## src/rtl/ddr_trk_pkg.sv

```systemverilog
package ddr_trk_pkg;

  typedef enum logic [2:0] {
    CMD_NOP = 3'd0,
    CMD_ACT = 3'd1,
    CMD_RD  = 3'd2,
    CMD_WR  = 3'd3,
    CMD_PRE = 3'd4,
    CMD_LMR = 3'd5,
    CMD_BST = 3'd6,
    CMD_REF = 3'd7
  } cmd_e;

  typedef enum logic [1:0] {
    BK_IDLE   = 2'd0,
    BK_OPEN   = 2'd1,
    BK_PRECHG = 2'd2
  } bank_st_e;

  typedef enum logic [2:0] {
    ERR_NONE   = 3'd0,
    ERR_CLOSED = 3'd1,
    ERR_REOPEN = 3'd2,
    ERR_BUSY   = 3'd3,
    ERR_BL     = 3'd4,
    ERR_CL     = 3'd5,
    ERR_MRD    = 3'd6,
    ERR_APINT  = 3'd7
  } err_e;

  localparam int AP_BIT = 10;

  // burst length from code, 0 = reserved
  function automatic logic [3:0] bl_decode(input logic [2:0] code);
    case (code)
      3'd1:    return 4'd2;
      3'd2:    return 4'd4;
      3'd3:    return 4'd8;
      default: return 4'd0;
    endcase
  endfunction

  // CAS latency in half clocks, 0 = reserved
  function automatic logic [2:0] cl_decode(input logic [2:0] code);
    case (code)
      3'd2:    return 3'd4;
      3'd6:    return 3'd5;
      3'd3:    return 3'd6;
      default: return 3'd0;
    endcase
  endfunction

endpackage

```

## src/rtl/ddr_trk_bank.sv

```systemverilog
module ddr_trk_bank
  import ddr_trk_pkg::*;
#(
  parameter int T_RP = 3
) (
  input  logic       clk_i,
  input  logic       rst_ni,
  input  logic       act_i,
  input  logic       pre_i,
  input  logic       ap_close_i,
  output logic [1:0] state_o
);

  localparam int RP_W = (T_RP > 1) ? $clog2(T_RP + 1) : 1;

  bank_st_e        st_q;
  logic [RP_W-1:0] rp_q;

  always_ff @(posedge clk_i or negedge rst_ni) begin
    if (!rst_ni) begin
      st_q <= BK_IDLE;
      rp_q <= '0;
    end else if (act_i) begin
      st_q <= BK_OPEN;
    end else if ((pre_i || ap_close_i) && st_q == BK_OPEN) begin
      if (T_RP > 1) begin
        st_q <= BK_PRECHG;
        rp_q <= RP_W'(T_RP - 1);
      end else begin
        st_q <= BK_IDLE;
      end
    end else if (st_q == BK_PRECHG) begin
      if (rp_q <= RP_W'(1)) begin
        st_q <= BK_IDLE;
        rp_q <= '0;
      end else begin
        rp_q <= rp_q - RP_W'(1);
      end
    end
  end

  assign state_o = st_q;

endmodule

```

## src/rtl/ddr_trk_burst.sv

```systemverilog
module ddr_trk_burst #(
  parameter  int NB     = 4,
  parameter  int MAX_BL = 8,
  localparam int BA_W   = $clog2(NB)
) (
  input  logic            clk_i,
  input  logic            rst_ni,
  input  logic            rw_i,
  input  logic            rw_ap_i,
  input  logic [BA_W-1:0] rw_bank_i,
  input  logic            bst_i,
  input  logic [3:0]      bl_i,
  output logic            busy_o,
  output logic            ap_run_o,
  output logic [BA_W-1:0] ap_bank_o,
  output logic [NB-1:0]   ap_close_o
);

  localparam int CNT_W = $clog2(MAX_BL / 2 + 1);

  logic [CNT_W-1:0] cnt_q;
  logic             ap_q;
  logic [BA_W-1:0]  bank_q;

  always_ff @(posedge clk_i or negedge rst_ni) begin
    if (!rst_ni) begin
      cnt_q  <= '0;
      ap_q   <= 1'b0;
      bank_q <= '0;
    end else if (bst_i) begin
      cnt_q <= '0;
      ap_q  <= 1'b0;
    end else if (rw_i) begin
      cnt_q  <= CNT_W'(bl_i >> 1);
      ap_q   <= rw_ap_i;
      bank_q <= rw_bank_i;
    end else if (cnt_q != '0) begin
      cnt_q <= cnt_q - CNT_W'(1);
      if (cnt_q == CNT_W'(1)) ap_q <= 1'b0;
    end
  end

  assign busy_o    = cnt_q != '0;
  assign ap_run_o  = ap_q && busy_o;
  assign ap_bank_o = bank_q;

  // last beat of an auto-precharge burst closes its bank
  for (genvar b = 0; b < NB; b++) begin : g_close
    assign ap_close_o[b] = ap_q && cnt_q == CNT_W'(1) && bank_q == BA_W'(b);
  end

endmodule

```

## src/rtl/ddr_trk_mode.sv

```systemverilog
module ddr_trk_mode
  import ddr_trk_pkg::*;
#(
  parameter  int T_MRD = 2,
  parameter  int NB    = 4,
  localparam int BA_W  = $clog2(NB)
) (
  input  logic            clk_i,
  input  logic            rst_ni,
  input  logic            lmr_i,
  input  logic [BA_W-1:0] ba_i,
  input  logic [6:0]      field_i,
  output logic [3:0]      bl_o,
  output logic [2:0]      cas_o,
  output logic            bl_ok_o,
  output logic            cl_ok_o,
  output logic            mrd_busy_o
);

  localparam int MRD_W = (T_MRD > 1) ? $clog2(T_MRD + 1) : 1;

  logic [3:0]       bl_q;
  logic [2:0]       cas_q;
  logic [MRD_W-1:0] mrd_q;
  logic [3:0]       bl_new;
  logic [2:0]       cas_new;

  assign bl_new  = bl_decode(field_i[2:0]);
  assign cas_new = cl_decode(field_i[6:4]);
  assign bl_ok_o = bl_new != '0;
  assign cl_ok_o = cas_new != '0;

  always_ff @(posedge clk_i or negedge rst_ni) begin
    if (!rst_ni) begin
      bl_q  <= 4'd2;
      cas_q <= 3'd4;
      mrd_q <= '0;
    end else if (lmr_i) begin
      mrd_q <= MRD_W'(T_MRD - 1);
      if (ba_i == '0) begin
        bl_q  <= bl_new;
        cas_q <= cas_new;
      end
    end else if (mrd_q != '0) begin
      mrd_q <= mrd_q - MRD_W'(1);
    end
  end

  assign bl_o       = bl_q;
  assign cas_o      = cas_q;
  assign mrd_busy_o = mrd_q != '0;

endmodule

```

## src/rtl/ddr_trk_rules.sv

```systemverilog
module ddr_trk_rules
  import ddr_trk_pkg::*;
#(
  parameter  int NB   = 4,
  localparam int BA_W = $clog2(NB)
) (
  input  cmd_e                 cmd_i,
  input  logic [BA_W-1:0]      ba_i,
  input  logic                 a10_i,
  input  logic [NB-1:0][1:0]   st_i,
  input  logic                 burst_busy_i,
  input  logic                 ap_run_i,
  input  logic [BA_W-1:0]      ap_bank_i,
  input  logic                 mrd_busy_i,
  input  logic                 bl_ok_i,
  input  logic                 cl_ok_i,
  output logic                 err_o,
  output err_e                 code_o,
  output logic                 act_go_o,
  output logic                 rw_go_o,
  output logic                 lmr_go_o,
  output logic                 bst_go_o,
  output logic [NB-1:0]        pre_mask_o
);

  logic     any_busy;
  bank_st_e sel_st;
  logic     ok;

  always_comb begin
    any_busy = burst_busy_i;
    for (int b = 0; b < NB; b++) begin
      if (st_i[b] != BK_IDLE) any_busy = 1'b1;
    end
  end

  assign sel_st = bank_st_e'(st_i[ba_i]);

  always_comb begin
    code_o = ERR_NONE;
    if (cmd_i != CMD_NOP && mrd_busy_i) begin
      code_o = ERR_MRD;
    end else begin
      case (cmd_i)
        CMD_ACT: if (sel_st != BK_IDLE) code_o = ERR_REOPEN;
        CMD_RD, CMD_WR: begin
          if (ap_run_i)                code_o = ERR_APINT;
          else if (sel_st != BK_OPEN)  code_o = ERR_CLOSED;
        end
        CMD_PRE: if (ap_run_i && (a10_i || ba_i == ap_bank_i)) code_o = ERR_APINT;
        CMD_LMR: begin
          if (any_busy)                       code_o = ERR_BUSY;
          else if (ba_i == '0 && !bl_ok_i)    code_o = ERR_BL;
          else if (ba_i == '0 && !cl_ok_i)    code_o = ERR_CL;
        end
        CMD_BST: if (ap_run_i) code_o = ERR_APINT;
        CMD_REF: if (any_busy) code_o = ERR_BUSY;
        default: code_o = ERR_NONE;
      endcase
    end
  end

  assign err_o    = code_o != ERR_NONE;
  assign ok       = !err_o;
  assign act_go_o = ok && cmd_i == CMD_ACT;
  assign rw_go_o  = ok && (cmd_i == CMD_RD || cmd_i == CMD_WR);
  assign lmr_go_o = ok && cmd_i == CMD_LMR;
  assign bst_go_o = ok && cmd_i == CMD_BST;

  for (genvar b = 0; b < NB; b++) begin : g_pre
    assign pre_mask_o[b] = ok && cmd_i == CMD_PRE && (a10_i || ba_i == BA_W'(b));
  end

endmodule

```

## src/rtl/ddr_bank_tracker.sv

```systemverilog
module ddr_bank_tracker
  import ddr_trk_pkg::*;
#(
  parameter  int NUM_BANKS = 4,
  parameter  int ADDR_W    = 12,
  parameter  int T_RP      = 3,
  parameter  int T_MRD     = 2,
  parameter  int MAX_BL    = 8,
  localparam int BA_W      = $clog2(NUM_BANKS)
) (
  input  logic                   clk_i,
  input  logic                   rst_ni,
  input  logic [2:0]             cmd_i,
  input  logic [BA_W-1:0]        ba_i,
  input  logic [ADDR_W-1:0]      addr_i,
  output logic [2*NUM_BANKS-1:0] bank_state_o,
  output logic [3:0]             burst_len_o,
  output logic [2:0]             cas_half_o,
  output logic                   burst_busy_o,
  output logic                   err_o,
  output logic [2:0]             err_code_o,
  output logic [BA_W-1:0]        err_bank_o
);

  cmd_e                       cmd;
  logic                       a10;
  logic [NUM_BANKS-1:0][1:0]  st;
  logic [NUM_BANKS-1:0]       pre_mask;
  logic [NUM_BANKS-1:0]       ap_close;
  logic                       busy, ap_run, mrd_busy, bl_ok, cl_ok;
  logic [BA_W-1:0]            ap_bank;
  logic                       err, act_go, rw_go, lmr_go, bst_go;
  err_e                       code;
  logic [3:0]                 bl;
  logic                       unused_addr;

  assign cmd         = cmd_e'(cmd_i);
  assign a10         = addr_i[AP_BIT];
  assign unused_addr = ^addr_i;

  ddr_trk_rules #(.NB(NUM_BANKS)) u_rules (
    .cmd_i        (cmd),
    .ba_i         (ba_i),
    .a10_i        (a10),
    .st_i         (st),
    .burst_busy_i (busy),
    .ap_run_i     (ap_run),
    .ap_bank_i    (ap_bank),
    .mrd_busy_i   (mrd_busy),
    .bl_ok_i      (bl_ok),
    .cl_ok_i      (cl_ok),
    .err_o        (err),
    .code_o       (code),
    .act_go_o     (act_go),
    .rw_go_o      (rw_go),
    .lmr_go_o     (lmr_go),
    .bst_go_o     (bst_go),
    .pre_mask_o   (pre_mask)
  );

  for (genvar b = 0; b < NUM_BANKS; b++) begin : g_bank
    ddr_trk_bank #(.T_RP(T_RP)) u_bank (
      .clk_i      (clk_i),
      .rst_ni     (rst_ni),
      .act_i      (act_go && ba_i == BA_W'(b)),
      .pre_i      (pre_mask[b]),
      .ap_close_i (ap_close[b]),
      .state_o    (st[b])
    );
  end

  ddr_trk_burst #(.NB(NUM_BANKS), .MAX_BL(MAX_BL)) u_burst (
    .clk_i      (clk_i),
    .rst_ni     (rst_ni),
    .rw_i       (rw_go),
    .rw_ap_i    (a10),
    .rw_bank_i  (ba_i),
    .bst_i      (bst_go),
    .bl_i       (bl),
    .busy_o     (busy),
    .ap_run_o   (ap_run),
    .ap_bank_o  (ap_bank),
    .ap_close_o (ap_close)
  );

  ddr_trk_mode #(.T_MRD(T_MRD), .NB(NUM_BANKS)) u_mode (
    .clk_i      (clk_i),
    .rst_ni     (rst_ni),
    .lmr_i      (lmr_go),
    .ba_i       (ba_i),
    .field_i    (addr_i[6:0]),
    .bl_o       (bl),
    .cas_o      (cas_half_o),
    .bl_ok_o    (bl_ok),
    .cl_ok_o    (cl_ok),
    .mrd_busy_o (mrd_busy)
  );

  always_ff @(posedge clk_i or negedge rst_ni) begin
    if (!rst_ni) begin
      err_o      <= 1'b0;
      err_code_o <= '0;
      err_bank_o <= '0;
    end else begin
      err_o      <= err;
      err_code_o <= code;
      err_bank_o <= err ? ba_i : '0;
    end
  end

  assign bank_state_o = st;
  assign burst_len_o  = bl;
  assign burst_busy_o = busy;

endmodule

```

## config.mk

```make
export PLATFORM = sky130hd
export DESIGN_NAME = ddr_bank_tracker
export DESIGN_NICKNAME = d
export VERILOG_FILES = /design/src/rtl/ddr_trk_pkg.sv /design/src/rtl/ddr_trk_bank.sv /design/src/rtl/ddr_trk_burst.sv /design/src/rtl/ddr_trk_mode.sv /design/src/rtl/ddr_trk_rules.sv /design/src/rtl/ddr_bank_tracker.sv
export SDC_FILE = /design/constraint.sdc
export NUM_CORES = 1
export LEC_CHECK = 0
export ABC_CLOCK_PERIOD_IN_PS = 2710
export BUFFER_PORTS_ARGS = -buffer_cell sky130_fd_sc_hd__buf_2
export CAP_MARGIN = 20
export CORE_MARGIN = 4
export CORE_UTILIZATION = 35
export DETAILED_ROUTE_END_ITERATION = 12
export PLACE_DENSITY = 0.63
export SLEW_MARGIN = 15
export SYNTH_ARGS = -nofsm -noshare
export SYNTH_HDL_FRONTEND = slang
export SYNTH_HIERARCHICAL = 1
export SYNTH_SLANG_ARGS = --single-unit
```

## constraint.sdc

```tcl
create_clock -name clk_i -period 2.71 [get_ports clk_i]
set_clock_uncertainty 0.1 [all_clocks]
set_input_delay 0.4065 -clock clk_i [delete_from_list [all_inputs] [get_ports clk_i]]
set_output_delay 0.4065 -clock clk_i [all_outputs]
set_load 0.1 [all_outputs]
```

Word level (Yosys, flattened, before mapping):

Cells that the tools add are included.

* bits in registers: 37
* input bits: 19
* output and inout port bits: 22
* logic and storage cells: 200

* add/sub/neg operators: 6
* magnitude comparators: 5
* equal/unequal tests: 30
* multiplexer cells: 57
* bitwise logic cells: 5
* reductions and logical operators: 80

Operators with widths (count)
* $mux 2: 34
* $reduce_bool 3->1: 14
* $mux 3: 10
* $logic_and 1x1->1: 27
* $reduce_and 2->1: 11
* $reduce_bool 2->1: 11
* $eq 3x2->1 const B: 6
* $pmux 3 s6: 1
* $eq 2x2->1 const B: 8
* $eq 3x3->1 const B: 5
* $eq 2x1->1 const B: 6
* $pmux 4 s3: 1
* $logic_or 1x1->1: 10
* $sub 2x1->2 const B: 5
* $eq 3x1->1 const B: 3
* $mux 1: 9
* $pmux 3 s3: 1
* $le 2x1->1 const B: 4
* $not 1->1: 5
* $bmux 2 s2: 1
* $logic_not 2->1: 2
* $reduce_bool 4->1: 1
* $logic_not 1->1: 3
* $lt 2x3->1 const B: 1
* 4 further kinds: 4

Depth between registers and ports, before layout:

* word-level depth: 18
* depth in mapped cells: 13
* gate-level depth less buffers: 13

Hierarchy:

Netlist, hierarchy kept.

By module, submodules not included
* ddr_trk_bank: instances 4, cells each 15, area each 181.4 sq um, sequential area each 100.1 sq um
* ddr_trk_mode: instances 1, cells each 33, area each 409.1 sq um, sequential area each 202.7 sq um
* ddr_trk_rules: instances 1, cells each 63, area each 386.6 sq um, sequential area each 0.0 sq um
* ddr_trk_burst: instances 1, cells each 36, area each 384.1 sq um, sequential area each 150.1 sq um
* ddr_bank_tracker: instances 1, cells each 12, area each 195.2 sq um, sequential area each 150.1 sq um

Least setup slack after synthesis:

OpenSTA, ideal clock, no wires.

* path kind: reg2reg
* from: register u_burst.cnt_q[0]
* to: register g_bank[0].u_bank.rp_q[0]
* library setup time: 0.120 ns
* data arrival time: 3.302 ns
* slack: -0.812 ns
* stages on the path, launching flop included: 14
* path buffers: 0
* period minus slack after synthesis: 3.522 ns
* cells stage by stage: dfrtp_1 -> inv_1 -> ha_1 -> ha_1 -> inv_1 -> nor3_1 -> nand3_1 -> o221ai_1 -> a21o_1 -> nor3_1 -> nor3b_1 -> nor4b_2 -> a22o_1 -> a31o_2

* elaborated cells on any way between the ends: 29

RTL lines
* start: declaration: RTL line ddr_trk_burst.sv:21 `logic [CNT_W-1:0] cnt_q;`
* start signal: assignment: RTL line ddr_trk_burst.sv:34 `cnt_q <= CNT_W'(bl_i >> 1);`
* start signal: assignment: RTL line ddr_trk_burst.sv:38 `cnt_q <= cnt_q - CNT_W'(1);`
* $reduce_bool 3->1 *: RTL line ddr_trk_burst.sv:43 `assign busy_o = cnt_q != '0;`
* net burst_busy_o: RTL line ddr_bank_tracker.sv:19 `output logic burst_busy_o,`
* $mux 1 (4 in series): RTL line ddr_trk_rules.sv:33 `if (st_i[b] != BK_IDLE) any_busy = 1'b1;`
* $mux 3: RTL line ddr_trk_rules.sv:52 `if (any_busy) code_o = ERR_BUSY;`
* $pmux 3 s6 *: RTL line ddr_trk_rules.sv:44 `case (cmd_i)`
* $mux 3 *: RTL line ddr_trk_rules.sv:41 `if (cmd_i != CMD_NOP && mrd_busy_i) begin`
* net code[2]: RTL line ddr_bank_tracker.sv:33 `err_e code;`
* $reduce_bool 3->1 *: RTL line ddr_trk_rules.sv:63 `assign err_o = code_o != ERR_NONE;`
* $logic_not 1->1 *: RTL line ddr_trk_rules.sv:64 `assign ok = !err_o;`
* $logic_and 1x1->1 *: RTL line ddr_trk_rules.sv:65 `assign act_go_o = ok && cmd_i == CMD_ACT;`
* net act_go: RTL line ddr_bank_tracker.sv:32 `logic err, act_go, rw_go, lmr_go, bst_go;`
* $logic_and 1x1->1 *: RTL line ddr_bank_tracker.sv:65 `.act_i (act_go && ba_i == BA_W'(b)),`
* $not 1->1 (no source line) *
* $reduce_and 2->1 (no source line) *
* end signal: assignment: RTL line ddr_trk_bank.sv:28 `rp_q <= RP_W'(T_RP - 1);`
* end signal: assignment: RTL line ddr_trk_bank.sv:37 `rp_q <= rp_q - RP_W'(1);`
* end: declaration: RTL line ddr_trk_bank.sv:17 `logic [RP_W-1:0] rp_q;`

The timed path passes the listed nets; every way through them passes the cells marked *.
A chain may end at the register's enable or synchronous reset.

Final worst setup path:

* from: register u_burst.cnt_q[1]
* to: register g_bank[0].u_bank.rp_q[0]

* elaborated cells on any way between the ends: 29

RTL lines
* $reduce_bool 3->1 *: RTL line ddr_trk_burst.sv:43
* $logic_and 1x1->1 *: RTL line ddr_trk_burst.sv:44 `assign ap_run_o = ap_q && busy_o;`
* net ap_run: RTL line ddr_bank_tracker.sv:30 `logic busy, ap_run, mrd_busy, bl_ok, cl_ok;`
* $logic_and 1x1->1: RTL line ddr_trk_rules.sv:50 `CMD_PRE: if (ap_run_i && (a10_i || ba_i == ap_bank_i)) code_o = ERR_APINT;`
* $mux 3: RTL line ddr_trk_rules.sv:50
* $pmux 3 s6 *: RTL line ddr_trk_rules.sv:44
* $mux 3 *: RTL line ddr_trk_rules.sv:41
* net code[2]: RTL line ddr_bank_tracker.sv:33
* $reduce_bool 3->1 *: RTL line ddr_trk_rules.sv:63
* $logic_not 1->1 *: RTL line ddr_trk_rules.sv:64
* $logic_and 1x1->1 *: RTL line ddr_trk_rules.sv:65
* net act_go: RTL line ddr_bank_tracker.sv:32
* $logic_and 1x1->1 *: RTL line ddr_bank_tracker.sv:65
* $not 1->1 (no source line) *
* $reduce_and 2->1 (no source line) *

Marked as above.

==> impl_metrics.toml <==
[status]
status = "finished, final reports clean"

[grt]
first_global_vias = 1720
grt_pass1_wl_mm = 8.26
antenna_found_initial = 0
gr-total-overflow = 0
grt_usage_pct = 14.4
grt_max_degree = 37

[place]
gp_congestion = 0.802
dpl.cell_count = 332
hpwl_mm = 3.63
port_buffers = 34
post-place-ws_ps = -70.7

[clock_tree]
numCtsBuffers = 5
cts_buffer_depth = 2
cts_tree = "built"
hold_buffers = 0
cts_sinks = 36
clk_pin_slew_ps = 70
htree_num_levels = 2
clkLatencyLatePin_ps = 290
cts_root_buffer = "clkbuf_8"

[floorplanning]
die_x_um = 85.5
die_h_um = 85.5
initial_core_util_pct = 37.0
core_area_mm2 = 0.00568
num_io_pins = 41
die-area_mm2 = 0.00731
rows = 27

[route]
wl_mm = 4.99
dr.pass1.iters = 4
wl_per_cell_um = 14.5
drc = 0
vias_per_cell = 5.07
antenna_left = 0
num_vias = 1750
dr.first_iter.drc_count = 87

[layout]
final_layout_size_suffix_gt1_share_pct = 46.5
nets = 295
final_core_util_pct = 49.1
insertedDiodeCount = 0
layout_common_cells = "buf_2, dfrtp_1, buf_4, inv_1, nor2_1"
fin_cells = 345
final_common_cell = "buf_2"
syn_to_final_growth_pct = 32.7

[power]
irDropWorstVdd_mv = 0.512
p_total_w = 0.00249
static-leakage-power_nw = 1.31
power.density_mw_per_mm2 = 892

[synthesis]
yosys_most_used_dff = "dfrtp_1"
synth_cells = 204
synth_edf_count = 0
ys_seq_area_share_pct = 43.0
synth_area_per_cell_um2 = 10.3
async_flop_share_pct = 100
ys_warn_count = 6
synth_nets = 227
ys_ff_latch = 36
netlist-cell-type-count = 54
syn_area_mm2 = 0.00210

[worst_setup_path]
worst_r2r_path_depth = 12
crit_path_end = "g_bank[0].u_bank/rp_q[0]"
regToRegEndpoint = "g_bank[0].u_bank/rp_q[0]"
cp-end-kind = "flop"
path_max_fanout = 5
reg2reg_slack_ps = 20
arrival_ps = 2770
required_ps = 2790
crit_type = "flop to flop"
startpoint_type = "flop"
reg2reg_from = "u_burst/cnt_q[1]"
crit_path_start = "u_burst/cnt_q[1]"

[sta]
setup_viol = 0
tightest_slew_ps = 819
period_needed_ps = 2690
setup_tns_ps = 0
finalCritPeriodShare_pct = 99.1
finalHoldViolCount = 0
slew_headroom_pct = 45.4
maxSlewViolCount = 0
worst_slack_ps = 23.9
fmax_mhz = 372
grt_setup_unrepaired = "true"

[min_path]
hp-class = "input port to async pin"

[flow_run]
cap_violations = 0
cells by family after synthesis:
logic type,Yosys count,share of synthesized area (%)
buffers and inverters,25,5.12
adders and majority gates,4,2.38
and+or+nand+nor,71,23.6
xor gates and xnor gates,4,1.67
other,1,0.179
AOI/OAI and AO/OA,52,17.2
DFF,36,43.0
muxes,11,6.91
through the flow:
stage,hold slack (ps),instance area [µm²]
floorplan,10.9,2190
global placement,399,2630
detailed placement,404,2630
CTS,148,2750
global route,180,2790
finish,111,2790
what timing repair did:
item,CTS,global route
gates cloned,0,0
buffers inserted,1,4
hold endpoints to repair,0,0
endpoints found under the setup margin,8,11
gates resized for setup,5,3
pin swaps,7,8
report_power, final:
| group | switching (W) | internal, W | total, W |
|---|---|---|---|
| Sequential | 0.000108 | 0.000686 | 0.000793 |
| Clock | 0.000191 | 0.000207 | 0.000399 |
| Combinational | 0.000824 | 0.000470 | 0.00129 |
cell usage after synthesis (all sizes together), types with 2 or more instances:
library cell | n | share of area, %
a31o | 4 | 1.7
or2b | 4 | 1.7
nand3b | 2 | 0.71
nor2 | 13 | 2.3
dfrtp | 34 | 41
o22ai | 4 | 1.2
a21o | 6 | 2.4
nor4b | 4 | 2.9
inv | 21 | 3.8
nor3b | 6 | 2.7
dfstp | 2 | 2.5
nand4b | 2 | 0.83
mux4 | 2 | 2.1
or2 | 2 | 0.60
or3b | 2 | 0.83
and2 | 3 | 0.89
buf | 4 | 1.4
nand2 | 7 | 1.3
nor3 | 8 | 2.1
nand2b | 3 | 1.0
ha | 4 | 2.4
o211ai | 4 | 1.4
a22o | 5 | 2.1
o21ai | 11 | 2.8
a21oi | 9 | 2.1
nor2b | 4 | 1.5
mux2 | 8 | 4.3
a31oi | 2 | 0.60
a311oi | 2 | 0.83
and3b | 6 | 2.5
xor2 | 3 | 1.3
layout make-up:
cell class / count / area [µm²]
clock buffer: 8 / 90.1
fill: 542 / 2890
inverter: 21 / 82.6
multi-input combinational: 143 / 1200
sequential: 36 / 908
tap: 72 / 90.1
timing repair buffer: 65 / 419
state kept, by name, indices dropped and copies added, names as in the netlist:
name / flops
u_burst/cnt_q: 3
u_burst/ap_bank_o: 2
u_mode/cas_o: 3
g_bank.u_bank/state_o: 8
err_code_o: 3
err_o: 1
u_burst/ap_q: 1
u_mode/mrd_q: 2
u_mode/bl_o: 3
g_bank.u_bank/rp_q: 8
err_bank_o: 2
how the worst min path moves through the flow:
| stage | from | to | slack [ps] | cells after the start |
|---|---|---|---|---|
| 5_1_grt | rst_ni | u_burst/cnt_q[2] | 180 | 1 |
| 6_report | rst_ni | g_bank[2].u_bank/rp_q[1] | 110 | 1 |
| 4_1_cts | rst_ni | g_bank[2].u_bank/state_o[0] | 150 | 1 |
| 3_3_place_gp | u_mode/cas_o[1] | u_mode/cas_o[1] | 400 | 1 |
| 2_1_floorplan | rst_ni | err_bank_o[0] | 10 | 0 |
| 3_5_place_dp | u_mode/cas_o[0] | u_mode/cas_o[0] | 400 | 1 |
critical path, stage by stage (launching register included):
cell      delay, ps
dfrtp_1         400
inv_2            80
ha_4            130
ha_4            140
and2b_2         250
a21oi_2         140
o221ai_2        110
a21o_1          250
nor3_4          250
nor3b_4         250
nor4b_2          80
a22o_1          180
a31o_2          210
metal layers:
| layer | vias up | GRT usage [%] | share of wire, % |
|---|---|---|---|
| li1 | 876 | - | - |
| met1 | 839 | 18.1 | 47 |
| met5 | - | 0 | 0 |
| met3 | 4 | 3.40 | 4.1 |
| met2 | 31 | 23.3 | 48 |
| met4 | 0 | 6.62 | 1.5 |
(Power assumes the default switching activity.)
